<file path="config.mk">
export PLATFORM = sky130hd
export DESIGN_NAME = ntt_stage_seq
export DESIGN_NICKNAME = d
export VERILOG_FILES = /design/src/rtl/ntt_seq_pkg.sv /design/src/rtl/ntt_seq_ctrl.sv /design/src/rtl/ntt_seq_rdgen.sv /design/src/rtl/ntt_seq_wrpipe.sv /design/src/rtl/ntt_stage_seq.sv
export SDC_FILE = /design/constraint.sdc
export NUM_CORES = 1
export LEC_CHECK = 0
export BUFFER_PORTS_ARGS = -buffer_cell sky130_fd_sc_hd__buf_2
export CELL_PAD_IN_SITES_DETAIL_PLACEMENT = 1
export CELL_PAD_IN_SITES_GLOBAL_PLACEMENT = 2
export CORE_MARGIN = 2
export CORE_UTILIZATION = 37
export CTS_BUF_LIST = sky130_fd_sc_hd__clkbuf_8
export DETAILED_ROUTE_END_ITERATION = 10
export GPL_ROUTABILITY_DRIVEN = 1
export MAX_ROUTING_LAYER = met4
export PLACE_DENSITY_LB_ADDON = 0.1
export SYNTH_ARGS = -nofsm -noshare
export SYNTH_HDL_FRONTEND = slang
export SYNTH_SLANG_ARGS = --single-unit
</file>
<file path="constraint.sdc">
create_clock -name clk -period 3.9 [get_ports clk]
set_clock_uncertainty 0.05 [all_clocks]
set_input_delay 0.585 -clock clk [delete_from_list [all_inputs] [get_ports clk]]
set_output_delay 0.585 -clock clk [all_outputs]
set_load 0.02 [all_outputs]
</file>
<file path="src/rtl/ntt_seq_pkg.sv">
package ntt_seq_pkg;

  // sequencer states
  typedef enum logic [1:0] {
    SEQ_IDLE  = 2'd0,
    SEQ_RUN   = 2'd1,
    SEQ_DRAIN = 2'd2,
    SEQ_FIN   = 2'd3
  } seqState_t;

  // per-cycle strobes from control to the read-side datapath
  typedef struct packed {
    logic issue;       // a butterfly is read this cycle
    logic firstStage;  // stage 0: bit-reversed addressing
    logic setSel;      // bank set read this cycle
  } seqStrobe_t;

endpackage

</file>
<file path="src/rtl/ntt_seq_ctrl.sv">
module ntt_seq_ctrl
  import ntt_seq_pkg::*;
#(
  parameter int LOG_N = 4
) (
  input  logic                          clk,
  input  logic                          rstN,
  input  logic                          startReq,
  input  logic                          invMode,
  input  logic                          lastBotWrite,
  output logic                          busy,
  output logic                          donePulse,
  output seqStrobe_t                    strb,
  output logic                          lastOp,
  output logic [$clog2(LOG_N+1)-1:0]    stageIdx,
  output logic [LOG_N-2:0]              posIdx,
  output logic                          invLat
);

  localparam int AW       = LOG_N - 1;
  localparam int SW       = $clog2(LOG_N + 1);
  localparam int HALF     = 1 << AW;
  localparam logic [AW-1:0] POS_LAST   = AW'(HALF - 1);
  localparam logic [SW-1:0] STAGE_LAST = SW'(LOG_N - 1);

  seqState_t state;

  logic posWrap;
  logic stageWrap;

  assign posWrap   = (posIdx == POS_LAST);
  assign stageWrap = (stageIdx == STAGE_LAST);

  always_ff @(posedge clk) begin
    if (!rstN) begin
      state    <= SEQ_IDLE;
      stageIdx <= '0;
      posIdx   <= '0;
      invLat   <= 1'b0;
    end else begin
      case (state)
        SEQ_IDLE: begin
          if (startReq) begin
            state    <= SEQ_RUN;
            stageIdx <= '0;
            posIdx   <= '0;
            invLat   <= invMode;
          end
        end
        SEQ_RUN: begin
          posIdx <= posIdx + 1'b1;
          if (posWrap) begin
            posIdx <= '0;
            if (stageWrap) begin
              state <= SEQ_DRAIN;
            end else begin
              stageIdx <= stageIdx + 1'b1;
            end
          end
        end
        SEQ_DRAIN: begin
          if (lastBotWrite) begin
            state <= SEQ_FIN;
          end
        end
        default: begin
          state <= SEQ_IDLE;
        end
      endcase
    end
  end

  assign busy            = (state != SEQ_IDLE);
  assign donePulse       = (state == SEQ_FIN);
  assign strb.issue      = (state == SEQ_RUN);
  assign strb.firstStage = (stageIdx == '0);
  assign strb.setSel     = stageIdx[0];
  assign lastOp          = strb.issue && posWrap && stageWrap;

endmodule

</file>
<file path="src/rtl/ntt_seq_rdgen.sv">
module ntt_seq_rdgen
  import ntt_seq_pkg::*;
#(
  parameter int LOG_N = 4
) (
  input  seqStrobe_t                    strb,
  input  logic [$clog2(LOG_N+1)-1:0]    stageIdx,
  input  logic [LOG_N-2:0]              posIdx,
  input  logic                          invLat,
  output logic                          rdEn,
  output logic                          rdSet,
  output logic [LOG_N-2:0]              rdAddr,
  output logic [LOG_N-1:0]              twAddr
);

  localparam int AW = LOG_N - 1;

  logic [AW-1:0] revPos;
  logic [AW-1:0] expo;

  // bit-reversed butterfly index for the stage-0 read order
  for (genvar b = 0; b < AW; b++) begin : g_rev
    assign revPos[b] = posIdx[AW-1-b];
  end

  // exponent keeps bit b of j only when b >= AW - stage
  for (genvar b = 0; b < AW; b++) begin : g_expo
    assign expo[b] = posIdx[b] && ((32'(stageIdx) + b) >= AW);
  end

  assign rdEn   = strb.issue;
  assign rdSet  = strb.issue && strb.setSel;
  assign rdAddr = !strb.issue ? '0 : (strb.firstStage ? revPos : posIdx);
  assign twAddr = strb.issue ? {invLat, expo} : '0;

endmodule

</file>
<file path="src/rtl/ntt_seq_wrpipe.sv">
module ntt_seq_wrpipe #(
  parameter int LOG_N = 4,
  parameter int LAT   = 3
) (
  input  logic              clk,
  input  logic              rstN,
  input  logic              issue,
  input  logic              setSel,
  input  logic              lastOp,
  input  logic [LOG_N-2:0]  posIdx,
  output logic              wrTopEn,
  output logic              wrTopSet,
  output logic              wrTopBank,
  output logic [LOG_N-2:0]  wrTopAddr,
  output logic              wrBotEn,
  output logic              wrBotSet,
  output logic              wrBotBank,
  output logic [LOG_N-2:0]  wrBotAddr,
  output logic              lastBotWrite
);

  localparam int AW = LOG_N - 1;

  typedef struct packed {
    logic          valid;
    logic          last;
    logic          wset;
    logic [AW-1:0] pos;
  } wrRec_t;

  wrRec_t inRec;
  wrRec_t pipe [LAT];
  wrRec_t topRec;
  wrRec_t botRec;

  assign inRec.valid = issue;
  assign inRec.last  = lastOp;
  assign inRec.wset  = ~setSel;
  assign inRec.pos   = posIdx;

  // delay line matching the butterfly latency
  for (genvar k = 0; k < LAT; k++) begin : g_dly
    if (k == 0) begin : g_head
      always_ff @(posedge clk) begin
        if (!rstN) pipe[k] <= '0;
        else       pipe[k] <= inRec;
      end
    end else begin : g_body
      always_ff @(posedge clk) begin
        if (!rstN) pipe[k] <= '0;
        else       pipe[k] <= pipe[k-1];
      end
    end
  end

  assign topRec = pipe[LAT-1];

  // upper-index result is held one cycle so it alternates banks with the lower one
  always_ff @(posedge clk) begin
    if (!rstN) botRec <= '0;
    else       botRec <= topRec;
  end

  assign wrTopEn   = topRec.valid;
  assign wrTopSet  = topRec.wset;
  assign wrTopBank = topRec.pos[0];
  assign wrTopAddr = {1'b0, topRec.pos[AW-1:1]};

  assign wrBotEn   = botRec.valid;
  assign wrBotSet  = botRec.wset;
  assign wrBotBank = botRec.pos[0];
  assign wrBotAddr = {1'b1, botRec.pos[AW-1:1]};

  assign lastBotWrite = botRec.valid && botRec.last;

endmodule

</file>
<file path="src/rtl/ntt_stage_seq.sv">
module ntt_stage_seq
  import ntt_seq_pkg::*;
#(
  parameter int LOG_N = 4,
  parameter int LAT   = 3
) (
  input  logic              clk,
  input  logic              rstN,
  input  logic              startReq,
  input  logic              invMode,
  output logic              busy,
  output logic              donePulse,
  output logic              rdEn,
  output logic              rdSet,
  output logic [LOG_N-2:0]  rdAddr,
  output logic [LOG_N-1:0]  twAddr,
  output logic              wrTopEn,
  output logic              wrTopSet,
  output logic              wrTopBank,
  output logic [LOG_N-2:0]  wrTopAddr,
  output logic              wrBotEn,
  output logic              wrBotSet,
  output logic              wrBotBank,
  output logic [LOG_N-2:0]  wrBotAddr
);

  localparam int SW = $clog2(LOG_N + 1);

  seqStrobe_t       strb;
  logic             lastOp;
  logic [SW-1:0]    stageIdx;
  logic [LOG_N-2:0] posIdx;
  logic             invLat;
  logic             lastBotWrite;

  ntt_seq_ctrl #(.LOG_N(LOG_N)) u_ctrl (
    .clk          (clk),
    .rstN         (rstN),
    .startReq     (startReq),
    .invMode      (invMode),
    .lastBotWrite (lastBotWrite),
    .busy         (busy),
    .donePulse    (donePulse),
    .strb         (strb),
    .lastOp       (lastOp),
    .stageIdx     (stageIdx),
    .posIdx       (posIdx),
    .invLat       (invLat)
  );

  ntt_seq_rdgen #(.LOG_N(LOG_N)) u_rdgen (
    .strb     (strb),
    .stageIdx (stageIdx),
    .posIdx   (posIdx),
    .invLat   (invLat),
    .rdEn     (rdEn),
    .rdSet    (rdSet),
    .rdAddr   (rdAddr),
    .twAddr   (twAddr)
  );

  ntt_seq_wrpipe #(.LOG_N(LOG_N), .LAT(LAT)) u_wrpipe (
    .clk          (clk),
    .rstN         (rstN),
    .issue        (strb.issue),
    .setSel       (strb.setSel),
    .lastOp       (lastOp),
    .posIdx       (posIdx),
    .wrTopEn      (wrTopEn),
    .wrTopSet     (wrTopSet),
    .wrTopBank    (wrTopBank),
    .wrTopAddr    (wrTopAddr),
    .wrBotEn      (wrBotEn),
    .wrBotSet     (wrBotSet),
    .wrBotBank    (wrBotBank),
    .wrBotAddr    (wrBotAddr),
    .lastBotWrite (lastBotWrite)
  );

endmodule

</file>
# Word level (Yosys, flattened, before mapping)

Memories as Yosys holds them, arrays and structs flattened.
Cells that the tools add are included.

Word-level logic and storage cells: 64
RAM bits: 18
Output and inout bits: 23
Memory bits (read-only): 0
Latch bits: 0
Flip-flop bits (word level): 15
Memories: 1

Add/sub/neg operators: 4
Eq/ne operators: 10
Divide/modulo/power cells: 0
Shift-type cells: 0
Reduce and logical (&&, ||, !) cells: 15
Muxes and demuxes: 19
Bitwise logic cells: 4
Order comparisons: 3
$mul: 0

Memories:

| memory        | depth | width | rd ports | clocked after memory_dff | wr ports | RTL line             | RTL |
|---|---|---|---|---|---|---|---|
| u_wrpipe.pipe | 3     | 6     | 3        | 0                        | 3        | ntt_seq_wrpipe.sv:32 | `wrRec_t pipe [LAT];` |

Operators by type and width:

| operator                                                                              | count |
|---|---|
| 32-bit by 2-bit greater-or-equal comparator with 1-bit output (second input constant) | 2 |
| 3-bit two-way mux                                                                     | 6 |
| 6-bit two-way mux                                                                     | 3 |
| 3-bit one-hot mux with 2 select lines                                                 | 2 |
| 2-bit two-way mux                                                                     | 4 |
| 4-bit AND reduction                                                                   | 2 |
| 1-bit logical AND                                                                     | 7 |
| 3-bit by 1-bit adder with 3-bit output (second input constant)                        | 2 |
| 2-bit != test (second input constant)                                                 | 3 |
| 2-bit one-hot mux with 3 select lines                                                 | 1 |
| 3-bit by 1-bit adder with 4-bit output (second input constant)                        | 1 |
| 3-bit by 2-bit adder with 4-bit output (second input constant)                        | 1 |
| 2-bit equality test (second input constant)                                           | 2 |
| 4-bit two-way mux                                                                     | 1 |
| 2-bit by 1-bit != test with 1-bit output (second input constant)                      | 2 |
| 2-bit AND reduction                                                                   | 2 |
| 2-bit nonzero test                                                                    | 2 |
| 3-bit by 2-bit equality test with 1-bit output (second input constant)                | 1 |
| 3-bit equality test (second input constant)                                           | 1 |
| 3-bit by 2-bit greater-or-equal comparator with 1-bit output (second input constant)  | 1 |
| 3-bit logical NOT                                                                     | 1 |
| 1-bit bitwise OR                                                                      | 3 |
| 2-bit by 1-bit equality test with 1-bit output (second input constant)                | 1 |
| 2-bit logical NOT                                                                     | 1 |
| 2 further kinds                                                                       | 3 |

# Depth between registers and ports, before layout

Gate-level depths: netlist (run 1).

Word-level depth: 4
Mapped depth: 6
Mapped depth without buffers: 6

# By module

Synthesis (run 1) repeated with hierarchy kept, for this count alone.

Cells, all modules: 142
Area, all modules: 1,437.6 µm²

Modules (own cells, without submodules):

| module         | instances | sequential area each (µm²) | cells each | area an instance (µm²) |
|---|---|---|---|---|
| ntt_seq_wrpipe | 1         | 480.5                      | 59         | 711.9 |
| ntt_seq_ctrl   | 1         | 180.2                      | 67         | 599.3 |
| ntt_seq_rdgen  | 1         | 0.0                        | 16         | 126.4 |

# Least setup slack after synthesis (run 1)

No wires, ideal clock.

Kind: register to output
From: reg u_ctrl.state[1]
To: out twAddr[1]
Buffers on the path: 1
Setup slack: 1.781 ns
Required time: 3.265 ns
Data arrival time: 1.484 ns
Cell stages (with the launch flop): 6
Cells stage by stage: dfxtp_1 inv_1 ha_1 clkbuf_1 nand2_1 a31oi_1

Cells in the longest elaborated chain, start to end: 2

RTL lines:

| element                                        | RTL line            | RTL |
|---|---|---|
| start, declared                                | ntt_seq_ctrl.sv:26  | `seqState_t state;` |
| start signal, assigned                         | ntt_seq_ctrl.sv:36  | `state <= SEQ_IDLE;` |
| start signal, assigned                         | ntt_seq_ctrl.sv:44  | `state <= SEQ_RUN;` |
| start signal, assigned                         | ntt_seq_ctrl.sv:55  | `state <= SEQ_DRAIN;` |
| 2-bit by 1-bit equality test with 1-bit output | ntt_seq_ctrl.sv:75  | `assign strb.issue = (state == SEQ_RUN);` |
| net rdEn                                       | ntt_stage_seq.sv:13 | `output logic rdEn,` |
| 4-bit two-way mux                              | ntt_seq_rdgen.sv:34 | `assign twAddr = strb.issue ? {invLat, expo} : '0;` |
| end, declared                                  | ntt_stage_seq.sv:16 | `output logic [LOG_N-1:0] twAddr,` |

The timed path passes the listed nets, and every way through them passes these cells.

# Worst setup path in the final report (run 1)

From: reg u_ctrl.state[1]
To: out twAddr[1]

Cells in the longest elaborated chain, start to end: 2

RTL lines:

| element                                        | RTL line |
|---|---|
| 2-bit by 1-bit equality test with 1-bit output | ntt_seq_ctrl.sv:75 |
| 4-bit two-way mux                              | ntt_seq_rdgen.sv:34 |

Every way passes these cells.

==> metrics.md, run 1 <==
| Metric | Value |
|---|---|
| CP Launch Type | `register` |
| Hpwl dp | `1760 um` |
| Met2 Use GR | `0.2266` |
| Synth warn | `0` |
| Grt peak-use layer | `met2` |
| Slew of the pin with the lowest slew margin | `approximately 0.56 ns` |
| IO buf count | `24` |
| Hold Crit Class | `reg2reg` |
| Max-Cap Viols | `0` |
| Setup_tns | `0 ns` |
| R2R Path End | `u_ctrl.state[0]` |
| Routed len/inst | `roughly 12 um` |
| Share of layout cells above drive strength 1 | `0.2152` |
| CP Data Required Time | `between 3 and 4 ns` |
| GRT Overall Usage | `0.1396` |
| Vias per cell | `between 4 and 5` |
| Clock tree sinks | `33` |
| P&R area growth vs syn | `14.29%` |
| CTS tree | `built` |
| Hold buffer count at CTS | `0` |
| DRT iter0 DRCs | `36` |
| Levels on crit path | `5` |
| ANT cells | `0` |
| Inst Count DP | `200` |
| Cts bufs inserted | `5` |
| Critical path arrival | `roughly 1.7 ns` |
| Peak VDD IR | `~0.17 mV` |
| Remaining Overflow, GRT | `0` |
| Final period utilization | `0.6070` |
| I/O pins | `27` |
| Antenna violations before repair | `0` |
| Worst-path clk slew | `approximately 0.06 ns` |
| Cells after Synth | `138` |
| Outcome | `finished clean` |
| Post_cts resized | `0` |
| Post-Syn Area | `between 1000 and 1500 sq um` |
| First-pass GRT wire length | `4298 um` |
| Die height | `64.57 um` |
| R2R setup slack | `2.09 ns` |
| Crit path from | `u_ctrl.state[1]` |
| Post-CTS Setup Bufs | `0` |
| Vias in the first global route | `approximately 960` |
| Final Instance Count excl. Fillers | `~210` |
| Most frequent cells in the layout | `33 x dfxtp_1, 24 x and2_1, 24 x buf_2, 11 x ha_1` |
| Final setup vio count | `0` |
| M3 GR Usage | `0.04688` |
| CP cell instances | `inv_1 > ha_1 > nand2_1 > a31oi_1 > buf_2` |
| Clk buf depth | `2` |
| Max frequency | `422.5 MHz` |
| H-tree depth | `2` |
| Worst path buffer plus inverter count | `2` |
| Top post-synthesis cells by area | `dfxtp_1 49%, and2_1 11%, ha_1 10%` |
| Crit path kind | `reg2out` |
| Row Count | `22` |
| Leakage | `0.7284 nW` |
| P per Cell Area | `a little over 500 nW/um^2` |
| GR Layer Usage met1 | `0.1560` |
| Fin. Hold Viols | `0` |
| Crit path capture | `twAddr[1]` |
| Cell variety after synth | `27` |
| Max Slew Vio Count | `0` |
| Final nets | `174` |
| Flops & latches, synth | `33` |
| Max-slew headroom | `0.6256` |
| Most common cell after layout, fill and taps aside | `dfxtp_1` |
| Largest net degree at the start of global routing | `35` |
| CP max stage delay | `0.50 ns` |
| Antenna viol nets, final | `0` |
| DRC viols | `0` |
| Crit path time final | `2.367 ns` |
| Post-synth top area cell | `dfxtp_1` |
| Slowest cell on the critical path | `ha_1` |
| Worst skew pair latency | `between 0.2 and 0.3 ns` |
| Post-synthesis sequential area ratio | `0.4866` |
| Top delay family on crit path | `adder cells` |
| Syn_nets | `between 150 and 200` |
| Die Footprint | `4169 sq um` |
| R2r startpoint | `u_ctrl.stageIdx[0]` |
| Post-synth top area share | `0.4866` |
| RSZ-0062 raised after global routing | `false` |
| CP max FO | `16` |
| Mean Syn Cell Area | `9.837 sq um` |
| Initial Util | `0.3765` |
| Die width | `64.57 um` |
| Via count | `964` |
| Routed Wire Length | `2435 um` |
| HP Start | `u_wrpipe.pipe[0][3]` |
| CORE AREA | `between 3000 and 4000 sq um` |
| Root buffer cell | `clkbuf_8` |
| R2R depth | `5` |
| Detailed Routing Iterations Pass 1 | `3` |
| Gpl congestion | `0.7806` |
| Crit end category | `output port` |
| Worst Hold Depth | `1` |
## power by group
part / switching (W) / internal (W) / total (W) / leakage (nW)
sequential: 0.0000175 / 0.000360 / 0.000377 / 0.268
combinational: 0.000116 / 0.0000638 / 0.000180 / 0.421
clock: 0.000108 / 0.000117 / 0.000225 / 0.0399
total: 0.000242 / 0.000541 / 0.000782 / 0.728
## registers in the layout, summed over array words and instances (netlist names)
register	flops
u_ctrl.invLat	1
u_ctrl.posIdx	3
u_ctrl.stageIdx	3
u_ctrl.state	2
u_wrpipe.botRec	1
u_wrpipe.pipe	18
u_wrpipe.wrBotAddr	2
u_wrpipe.wrBotBank	1
u_wrpipe.wrBotEn	1
u_wrpipe.wrBotSet	1
## area by class of cell
cell class,count,area [sq um]
well taps,48,60.06
clock inverters,1,5.005
fillers,428,2054
clock buffers,5,68.82
inverters,10,37.54
multi-input cells,85,599.3
repair buffers,24,120.1
flip-flops and latches,33,660.6
## worst reg2reg max path, delay by kind of cell, from the launching register on
family | cells | cell delay (ns)
simple gates | 1 | 0.09
flops | 1 | 0.46
compound gates | 2 | 0.65
fa+ha+maj | 2 | 0.41
## Yosys cell counts
| master | count |
|---|---|
| nand3_1 | 5 |
| a21boi_0 | 1 |
| clkbuf_1 | 4 |
| a21o_1 | 1 |
| mux2i_1 | 2 |
| o21ai_0 | 3 |
| a31oi_1 | 1 |
| a2bb2oi_1 | 2 |
| a222oi_1 | 1 |
| o311a_1 | 1 |
| nand2b_2 | 1 |
| conb_1 | 2 |
| nor2b_1 | 8 |
| dfxtp_1 | 33 |
| nand4b_1 | 1 |
| a21boi_1 | 2 |
| nand2b_1 | 2 |
| ha_1 | 11 |
| buf_4 | 6 |
| nor2_1 | 4 |
| and2_1 | 24 |
| nand2_4 | 1 |
| a32oi_1 | 3 |
| inv_2 | 2 |
| inv_1 | 8 |
| a211oi_1 | 1 |
| nand2_1 | 8 |
## per-stage QoR
stage / area (sq um) / hold WS, ns / power (W) / util / worst slack [ns]
after floorplan: 1358 / 0.3619 / 0.0005158 / - / 1.781
final: 1551 / 0.3809 / 0.0007823 / 0.4303 / 1.533
after detailed placement: 1478 / 0.3698 / 0.0005664 / 0.4098 / 1.838
after global routing: 1551 / 0.3978 / 0.0008342 / 0.4303 / 1.363
after CTS: 1551 / 0.3863 / 0.0007983 / 0.4303 / 1.510
after global placement: 1478 / 0.3627 / 0.0005538 / 0.4098 / 1.964
## cells by family (layout without fill, tap and decap cells)
| kind of cell | Yosys count | after routing | share of synthesized area |
|---|---|---|---|
| AO/OA/AOI/OAI | 16 | 16 | 0.09033 |
| flip-flops | 33 | 33 | 0.4866 |
| multiplexers | 2 | 2 | 0.01475 |
| adder cells (fa/ha/maj) | 11 | 11 | 0.1014 |
| buffers and inverters | 20 | 40 | 0.07189 |
| other | 2 | 2 | 0.005532 |
| AND/OR/NAND/NOR | 54 | 54 | 0.2295 |
## worst min-delay path by stage
| stage | slack [ns] | endpoint |
|---|---|---|
| 5_1_grt | 0.40 | u_wrpipe.pipe[2][2] |
| 2_1_floorplan | 0.36 | u_wrpipe.botRec[4] |
| 6_report | 0.38 | u_wrpipe.pipe[1][3] |
| 3_3_place_gp | 0.36 | u_wrpipe.pipe[1][3] |
| 3_5_place_dp | 0.37 | u_wrpipe.pipe[2][2] |
| 4_1_cts | 0.39 | u_wrpipe.pipe[2][0] |
## per-layer routing
layer  share of wire  vias up
met5               0        -
met4           0.014        0
met3           0.037        5
met2            0.49       17
met1            0.46      466
li1                -      476
Power figures use the tool's default switching activity.
==> inputs of run 2 (changes only) <==
- CORE_UTILIZATION: 37 -> 34
- clock period: 3.9 -> 2.2 ns (I/O delays scaled with it)
==> run 2 against run 1 <==
  * Critical path depth increased by 1
  * Combinational power increased by 73%
  * Largest power group unchanged
  * Total power increased by 78%
  * Global-route usage decreased by 0.49 points
  * Hold slack got worse by 0.11 ns
  * Cell count increased by 0.97%
  * Sequential cell count unchanged
  * Sequential power increased by 78%
  * Highest routed layer unchanged
  * Via count decreased by 2.9%
  * First-iteration DRC count increased by 53%
  * Register-to-register slack got worse by 1.7 ns
  * Non-clock buffer count unchanged
==> metrics.md, run 2 (synthesis results as in run 1) <==
| Metric | Value |
|---|---|
| Crit path time final | `1.969 ns` |
| Remaining Overflow, GRT | `0 (unchanged)` |
| Final period utilization | `0.8948` |
| Core Util, Final | `0.4168 (-0.01348)` |
| Max reg flops | `18 (unchanged)` |
| Gpl congestion | `0.7678 (-1.6%)` |
| Most frequent cells in the layout | `33 x dfxtp_1, 24 x and2_1, 24 x buf_2, 11 x inv_1, 10 x ha_1` |
| Largest regs | `u_wrpipe.pipe x18, u_ctrl.posIdx x3, u_ctrl.stageIdx x3` |
| Critical path arrival | `1.59 ns (-0.14 ns)` |
| H-tree depth | `2 (unchanged)` |
| Most common cell after layout, fill and taps aside | `dfxtp_1` |
| P&R area growth vs syn | `14.93%` |
| Max-slew headroom | `0.6491 (+0.02354)` |
| Setup_tns | `0 ns (unchanged)` |
| CORE AREA | `3744 sq um (+3.8%)` |
| Hold Crit Class | `in2reg` |
| CP Launch Type | `register` |
| CP max FO | `8 (-8)` |
| Worst Hold Slack | `0.2754 ns (-0.1054 ns)` |
| P per Cell Area | `890.3 nW/um^2 (+77%)` |
| Antenna viol nets, final | `0 (unchanged)` |
| Max Slew Vio Count | `0 (unchanged)` |
| DRC viols | `0 (unchanged)` |
| CTS tree | `built` |
| Final setup vio count | `0 (unchanged)` |
| Worst-path clk slew | `0.06 ns (about the same)` |
| RSZ-0062 raised after global routing | `false` |
| Cts bufs inserted | `5 (unchanged)` |
| Crit path kind | `reg2out` |
| Via count | `936 (-2.9%)` |
| Row Count | `22 (unchanged)` |
| Hpwl dp | `1787 um (+1.5%)` |
| Max-Cap Viols | `0 (unchanged)` |
| Die height | `67.19 um (+4.1%)` |
| Routed len/inst | `11.91 um (+0.75%)` |
| Vias per cell | `4.500 (-3.8%)` |
| Fin. Hold Viols | `0 (unchanged)` |
| Crit end category | `output port` |
| Initial Util | `0.3626 (-0.01384)` |
| Multi-input gate area | `601.8 sq um (+0.42%)` |
| Leakage | `0.7393 nW (+1.5%)` |
| Max frequency | `508.0 MHz` |
| Largest net degree at the start of global routing | `35 (unchanged)` |
| Outcome | `finished clean` |
| Die width | `67.19 um (+4.1%)` |
| Slew of the pin with the lowest slew margin | `0.5263 ns (-0.03531 ns)` |
| IO buf count | `24 (unchanged)` |
| ANT cells | `0 (unchanged)` |
| GRT Overall Usage | `0.1348 (-0.004860)` |
| DRT iter0 DRCs | `55 (+53%)` |
| Routed Wire Length | `2477 um (+1.7%)` |
| Worst skew pair latency | `0.28 ns (about the same)` |
| Detailed Routing Iterations Pass 1 | `4 (+1)` |
| Vias in the first global route | `948 (-1.1%)` |
| Peak VDD IR | `0.3149 mV (+87%)` |
| Top reg by flops | `u_wrpipe.pipe` |
| Clock tree sinks | `33 (unchanged)` |
| Fillcell total | `458 (+7.0%)` |
| Clk buf depth | `2 (unchanged)` |
| CP Data Required Time | `1.82 ns (-1.44 ns)` |
| Root buffer cell | `clkbuf_8` |
| Final nets | `174 (unchanged)` |
| Antenna violations before repair | `0 (unchanged)` |
| Share of layout cells above drive strength 1 | `0.2125 (-0.002690)` |
| Register area | `660.6 sq um (unchanged)` |
| Die Footprint | `4515 sq um (+8.3%)` |
| I/O pins | `27 (unchanged)` |
| First-pass GRT wire length | `4305 um (+0.16%)` |
[run 2: cell types whose count changed in the layout (fill, tap and decap cells not counted), sizes merged]
| cell | change |
|---|---|
| clkinv | -1 |
| inv | +3 |
[run 2: worst paths after layout]
kind / from / end / slack, ns / depth (start not counted)
worst max-delay path: u_ctrl.stageIdx[0] / rdAddr[0] / 0.23 / 6
worst min-delay path: invMode / u_ctrl.invLat / 0.28 / 3
worst max register to register: u_ctrl.posIdx[0] / u_ctrl.state[0] / 0.41 / 5
worst min register to register: u_wrpipe.pipe[1][1] / u_wrpipe.pipe[2][1] / 0.38 / 1
[run 2: critical path, stage by stage (launching register included)]
cell	delay (ns)
dfxtp_1	0.47
inv_1	0.13
ha_1	0.22
nand2_1	0.10
mux2i_1	0.19
nor2b_1	0.06
buf_2	0.15
[run 2: layer usage]
| metal | routed length [um] | track usage |
|---|---|---|
| met5 | 0 | - |
| met4 | 59 | 0.07908 |
| met3 | 108 | 0.04167 |
| met2 | 1144 | 0.2067 |
| met1 | 1165 | 0.1550 |
[run 2: final cells by class]
type	count	share of cell area
clock buffers	5	0.04411
flip-flops and latches	33	0.4234
repair buffers	24	0.07698
well taps	48	0.03849
clock inverters	3	0.007217
multi-input cells	85	0.3857
inverters	10	0.02406
[run 2: where the power goes]
| part | internal [W] | leakage, nW | switching [W] |
|---|---|---|---|
| Clock | 0.000210 | 0.0519 | 0.000196 |
| Sequential | 0.000638 | 0.268 | 0.0000323 |
| Combinational | 0.000116 | 0.420 | 0.000197 |
| Total | 0.000964 | 0.739 | 0.000425 |
[run 2: per-stage QoR]
stage          std cells  total power, W  worst slack, ns  instance area [sq um]
6_report             208        0.001389           0.2315                   1560
2_1_floorplan        138       0.0009144           0.3365                   1358
5_1_grt              208        0.001487           0.1238                   1560
3_5_place_dp         200       0.0009994           0.4129                   1478
4_1_cts              208        0.001410           0.1140                   1558
3_3_place_gp         200       0.0009815           0.4624                   1478
[run 2: timing repair]
item / in CTS / in global routing
hold buffers: 0 / 0
gates resized for setup: 0 / 1
endpoints found under the hold margin: 0 / 0
buffers inserted: 0 / 0
setup endpoints to repair: 0 / 1
